## src/rtl/tick_timer_bank.sv

```systemverilog
module tick_timer_bank #(
  parameter int NCH     = 6,
  parameter int DW      = 32,
  parameter int AW      = 10,
  parameter int DEF_SRC = 1
) (
  input  logic          clk,
  input  logic          rst_n,
  input  logic [3:0]    src_tick_i,
  input  logic          wr_en_i,
  input  logic          rd_en_i,
  input  logic [AW-1:0] addr_i,
  input  logic [DW-1:0] wdata_i,
  output logic [DW-1:0] rdata_o,
  output logic [NCH-1:0] irq_o
);
  localparam int PW  = 3;
  localparam int PCW = 2**PW - 1;
  localparam logic [7:0] DEF_CTRL = 8'(DEF_SRC << 2);

  logic [NCH-1:0] ien_q, ist_q;
  logic [7:0]     ctrl_q [NCH];
  logic [DW-1:0]  ival_q [NCH];
  logic [DW-1:0]  cnt_q  [NCH];
  logic [PCW-1:0] pcnt_q [NCH];
  logic [PCW-1:0] msk    [NCH];

  logic [3:0] grp, sub;
  logic       in_rng;
  logic       wr_ien, wr_ist;
  logic [NCH-1:0] wr_ctrl, wr_ival, ch_wr, src_on, tick, expire, rst_div;
  logic [DW-1:0]  rd_mux;

  assign grp    = addr_i[7:4];
  assign sub    = addr_i[3:0];
  assign in_rng = (addr_i[AW-1:8] == '0);
  assign wr_ien = wr_en_i && in_rng && grp == 4'd0 && sub == 4'h0;
  assign wr_ist = wr_en_i && in_rng && grp == 4'd0 && sub == 4'h4;
  assign irq_o  = ist_q & ien_q;

  always_comb begin
    for (int k = 0; k < NCH; k++) begin
      wr_ctrl[k] = wr_en_i && in_rng && grp == 4'(k + 1) && sub == 4'h0;
      wr_ival[k] = wr_en_i && in_rng && grp == 4'(k + 1) && sub == 4'h4;
      ch_wr[k]   = wr_ctrl[k] || wr_ival[k];
      src_on[k]  = src_tick_i[ctrl_q[k][3:2]];
      msk[k]     = PCW'((PCW + 1)'(1) << ctrl_q[k][6:4]) - 1'b1;
      tick[k]    = ctrl_q[k][0] && src_on[k] && pcnt_q[k] == msk[k] && !ch_wr[k];
      expire[k]  = tick[k] && cnt_q[k] <= DW'(1);
      rst_div[k] = !wdata_i[0] || wdata_i[6:2] != ctrl_q[k][6:2];
    end
  end

  always_ff @(posedge clk) begin
    if (!rst_n) begin
      for (int k = 0; k < NCH; k++) begin
        ctrl_q[k] <= DEF_CTRL;
        ival_q[k] <= '0;
        cnt_q[k]  <= '0;
        pcnt_q[k] <= '0;
      end
    end else begin
      for (int k = 0; k < NCH; k++) begin
        if (wr_ctrl[k]) begin
          ctrl_q[k] <= {wdata_i[7:2], 1'b0, wdata_i[0]};
          if (wdata_i[1]) cnt_q[k] <= ival_q[k];
          if (rst_div[k]) pcnt_q[k] <= '0;
        end else if (wr_ival[k]) begin
          ival_q[k] <= wdata_i;
          cnt_q[k]  <= wdata_i;
        end else begin
          if (!ctrl_q[k][0]) pcnt_q[k] <= '0;
          else if (src_on[k]) pcnt_q[k] <= (pcnt_q[k] == msk[k]) ? '0 : pcnt_q[k] + 1'b1;
          if (tick[k]) begin
            if (!expire[k]) cnt_q[k] <= cnt_q[k] - 1'b1;
            else if (ctrl_q[k][7]) begin
              cnt_q[k]     <= '0;
              ctrl_q[k][0] <= 1'b0;
            end else cnt_q[k] <= ival_q[k];
          end
        end
      end
    end
  end

  always_ff @(posedge clk) begin
    if (!rst_n) begin
      ien_q <= '0;
      ist_q <= '0;
    end else begin
      if (wr_ien) ien_q <= wdata_i[NCH-1:0];
      ist_q <= (wr_ist ? (ist_q & ~wdata_i[NCH-1:0]) : ist_q) | expire;
    end
  end

  always_comb begin
    rd_mux = '0;
    if (in_rng && grp == 4'd0) begin
      if (sub == 4'h0) rd_mux = DW'(ien_q);
      else if (sub == 4'h4) rd_mux = DW'(ist_q);
    end
    for (int k = 0; k < NCH; k++) begin
      if (in_rng && grp == 4'(k + 1)) begin
        if (sub == 4'h0) rd_mux = DW'(ctrl_q[k]);
        else if (sub == 4'h4) rd_mux = ival_q[k];
        else if (sub == 4'h8) rd_mux = cnt_q[k];
      end
    end
  end

  always_ff @(posedge clk) begin
    if (!rst_n) rdata_o <= '0;
    else        rdata_o <= rd_en_i ? rd_mux : '0;
  end

  p_rd_idle_r12: assert property (@(posedge clk) disable iff (!rst_n)
    !rd_en_i |=> rdata_o == '0);

  for (genvar g = 0; g < NCH; g++) begin : g_chk
    p_oneshot_stop_r9: assert property (@(posedge clk) disable iff (!rst_n)
      (expire[g] && ctrl_q[g][7]) |=> (!ctrl_q[g][0] && cnt_q[g] == '0));
    p_periodic_reload_r8: assert property (@(posedge clk) disable iff (!rst_n)
      (expire[g] && !ctrl_q[g][7]) |=> (cnt_q[g] == $past(ival_q[g]) && ctrl_q[g][0]));
    p_hold_r10: assert property (@(posedge clk) disable iff (!rst_n)
      (!ctrl_q[g][0] && !wr_ival[g] && !(wr_ctrl[g] && wdata_i[1])) |=> $stable(cnt_q[g]));
    p_sticky_r4: assert property (@(posedge clk) disable iff (!rst_n)
      (ist_q[g] && !(wr_ist && wdata_i[g])) |=> ist_q[g]);
    p_mask_drop_r3: assert property (@(posedge clk) disable iff (!rst_n)
      (wr_ien && !wdata_i[g]) |=> !irq_o[g]);
  end
endmodule

```

## config.mk

```make
export PLATFORM = sky130hd
export DESIGN_NAME = tick_timer_bank
export DESIGN_NICKNAME = d
export VERILOG_FILES = /design/src/rtl/tick_timer_bank.sv
export SDC_FILE = /design/constraint.sdc
export NUM_CORES = 1
export LEC_CHECK = 0
export ABC_CLOCK_PERIOD_IN_PS = 5050
export BUFFER_PORTS_ARGS = -buffer_cell sky130_fd_sc_hd__buf_2
export CAP_MARGIN = 30
export CORE_ASPECT_RATIO = 0.5
export CORE_MARGIN = 2
export CORE_UTILIZATION = 57
export DETAILED_ROUTE_END_ITERATION = 10
export PLACE_DENSITY = 0.77
export SETUP_SLACK_MARGIN = 0.15
export SLEW_MARGIN = 15
export SYNTH_ARGS = -nofsm -noshare
export SYNTH_HDL_FRONTEND = slang
export SYNTH_SLANG_ARGS = --single-unit
```

## constraint.sdc

```tcl
create_clock -name clk -period 5.05 [get_ports clk]
set_clock_uncertainty 0.1 [all_clocks]
set_input_delay 0.505 -clock clk [delete_from_list [all_inputs] [get_ports clk]]
set_output_delay 0.505 -clock clk [all_outputs]
set_load 0.03 [all_outputs]
```

==> flow_summary.yaml <==
route:
  vias_per_cell: 7.13
  num_vias: 27600
  wl_per_cell_microns: 28.0
  dr.pass1.iters: 6
  top_layer: "met4"
  drc: 0
  postRouteAntennaNets: 0
  dr_wl_met2_mm: 43.4
  drt_wl_total_mm: 108
  drtIter0Drc: 4554
  met3_length_mm: 16.9
  wl_met1_mm: 43.7
yosys:
  ys_async_sr_fraction_pct: 0
  synth_top_family_by_area: "compound AO/OA/AOI/OAI gates"
  ys_top_cells_by_area: "edfxtp_1 46%, o221ai_1 4.2%, nand2_1 3.7%"
  synthAdderAreaFrac_pct: 0.732
  synth.largest_area_cell: "edfxtp_1"
  synth_top_area_share_pct: 45.6
  yosys.area_share.simple_pct: 18.3
  synth_common_cells: "468 x edfxtp_1, 307 x nand2_1, 277 x nor2_1"
  yosysSeqAreaShare_pct: 48.5
  synth_cell_types: 82
  netlist_area_sq_um: 30800
  synth_edf_count: 468
  synth.net_count: 3152
  synth-xor-area-share_pct: 6.54
  ys_ff_latch: 512
  synthCells: 3084
  synth-compound-area-share_pct: 18.5
  yosysWarnings: 0
  synth_area_per_cell_sq_um: 9.98
  muxShareOfSynthArea_pct: 3.21
  synth-main-ff-cell: "edfxtp_1"
  yosysMostFrequentCell: "edfxtp_1"
sta:
  finalSetupViolCount: 0
  tightest_slew_ns: 0.943
  slew_viol_final: 0
  hold_ws_ns: 0.0827
  hold_viol: 0
  final.min_clock_period_ns: 3.87
  grt_setup_unrepaired: "no"
  tns_ns: 0
  fin_crit_sh_pct: 76.6
  slew_headroom_pct: 36.6
  setup_slack_ns: 1.18
  max_freq_mhz: 259
worst_setup_path:
  worstPathMaxFanout: 31
  path_class: "reg2reg"
  end_kind: "flip-flop"
  required_ns: 5.30
  critPathArrivalTime_ns: 4.12
  crit_path_start_kind: "flip-flop"
cells_and_area:
  post-route-util_pct: 62.9
  final_area_sq_um: 33700
  layout-drive-gt1-share_pct: 10.7
  nets: 3186
  area_delta_synth_final_pct: 9.41
placed_design:
  place_congestion: 1.02
  dpl.hpwl_mm: 78.1
  place_area_sq_um: 32200
  port_buffers: 87
  dp_slack_ns: 0.972
hold_path:
  min_path_type: "in2reg"
clock_tree:
  htree_levels: 2
  cts_made_buffers: 49
  clkSlewWorstSetupHoldPaths_ns: 0.06
  cts_buffer_depth: 3
  cts-root-buf: "clkbuf_16"
  post_cts_buffers: 0
  cts_resized: 0
  hold_buffers: 0
  clkLatencyLatePin_ns: 0.63
  cts_tree: "yes"
  cts_sinks: 512
power_and_ir_drop:
  p_leak_nw: 12.2
  power.density_nw_per_um2: 279
  ir_drop_mv: 0.277
floorplanning:
  io_pins: 88
  initial_utilization_pct: 57.5
  placementRows: 60
  dieWidth_microns: 333
  core_sq_um: 53500
  dieHeight_microns: 168
  die_area_sq_um: 56000
grt:
  grt_use_total_pct: 38.2
  grt_first_pass_wirelength_mm: 162
  antenna_found_initial: 2
  grt_pass1_vias: 25600
  grt_max_degree: 59
  grt_overflow: 0
job:
  maxCapViolCount: 0
run_status:
  outcome: "finished clean"
==> metrics by stage <==
step | cells | power, mW
after floorplan | 3084 | 5.54
after global placement | 3772 | 5.87
after detailed placement | 3779 | 5.89
after CTS | 3870 | 9.35
after global routing | 3873 | 9.61
final | 3873 | 9.39
==> final timing paths <==
kind / cells past startpoint / endpoint / from / slack, ns
setup / recovery: 8 / cnt_q[0][15] / cnt_q[0][6] / 1.18
hold / removal: 3 / ien_q[0] / wdata_i[0] / 0.08
setup reg to reg: 8 / cnt_q[0][15] / cnt_q[0][6] / 1.18
hold reg to reg: 2 / ien_q[3] / ien_q[3] / 0.40
==> where the power goes <==
part	switching, mW	leakage (nW)	total [mW]	internal [mW]
clock network	1.72	0.720	3.54	1.82
registers	0.231	5.03	5.04	4.81
logic	0.535	6.47	0.804	0.270
==> area by class of cell <==
| class | count | area [sq um] |
|---|---|---|
| Inverter | 114 | 428 |
| Timing Repair Buffer | 192 | 1270 |
| Clock buffer | 62 | 1290 |
| Tap cell | 713 | 892 |
| Antenna cell | 2 | 5.00 |
| Fill cell | 4355 | 19800 |
| Clock inverter | 29 | 155 |
| Sequential cell | 512 | 14900 |
| Multi-Input combinational cell | 2249 | 14700 |
==> flip-flops by register name (all words and copies together), names as in the netlist <==
signal   cells
rdata_o     32
ien_q        6
ctrl_q      42
ival_q     192
ist_q        6
cnt_q      192
pcnt_q      42
==> cell usage in the layout (no fill, tap or decap), types with 92 or more instances in the layout <==
cell type,Yosys,final
and3_1,122,121
xor2_1,107,107
nor2_1,277,273
nand2_1,307,305
inv_1,113,113
a21oi_1,198,197
edfxtp_1,468,468
xnor2_1,123,123
o221ai_1,149,149
buf_4,10,96
buf_2,23,92
==> worst max-delay path: stages (launching register included) <==
cell and delay [ns]:
edfxtp_1 0.49, nor4_2 0.71, nand4_1 0.27, or3_1 0.62, or2_1 0.35, nor2_1 0.38
a21oi_2 0.11, buf_4 0.27, a32o_1 0.28
==> layer usage <==
layer	track usage, %	up-vias
met5	0	-
met4	13.5	0
met3	12.2	289
met2	52.0	2244
met1	56.7	13300
li1	-	11800
==> logic make-up (layout without fill, tap and decap cells) <==
| family | after synthesis | count (layout) |
|---|---|---|
| buf+inv | 323 | 397 |
| flops | 512 | 512 |
| xor+xnor | 230 | 230 |
| simple gates | 1125 | 1125 |
| mux | 90 | 90 |
| compound gates | 786 | 786 |
| other cells | 0 | 2 |
| fa+ha+maj | 18 | 18 |
Power figures use the tool's default switching activity.
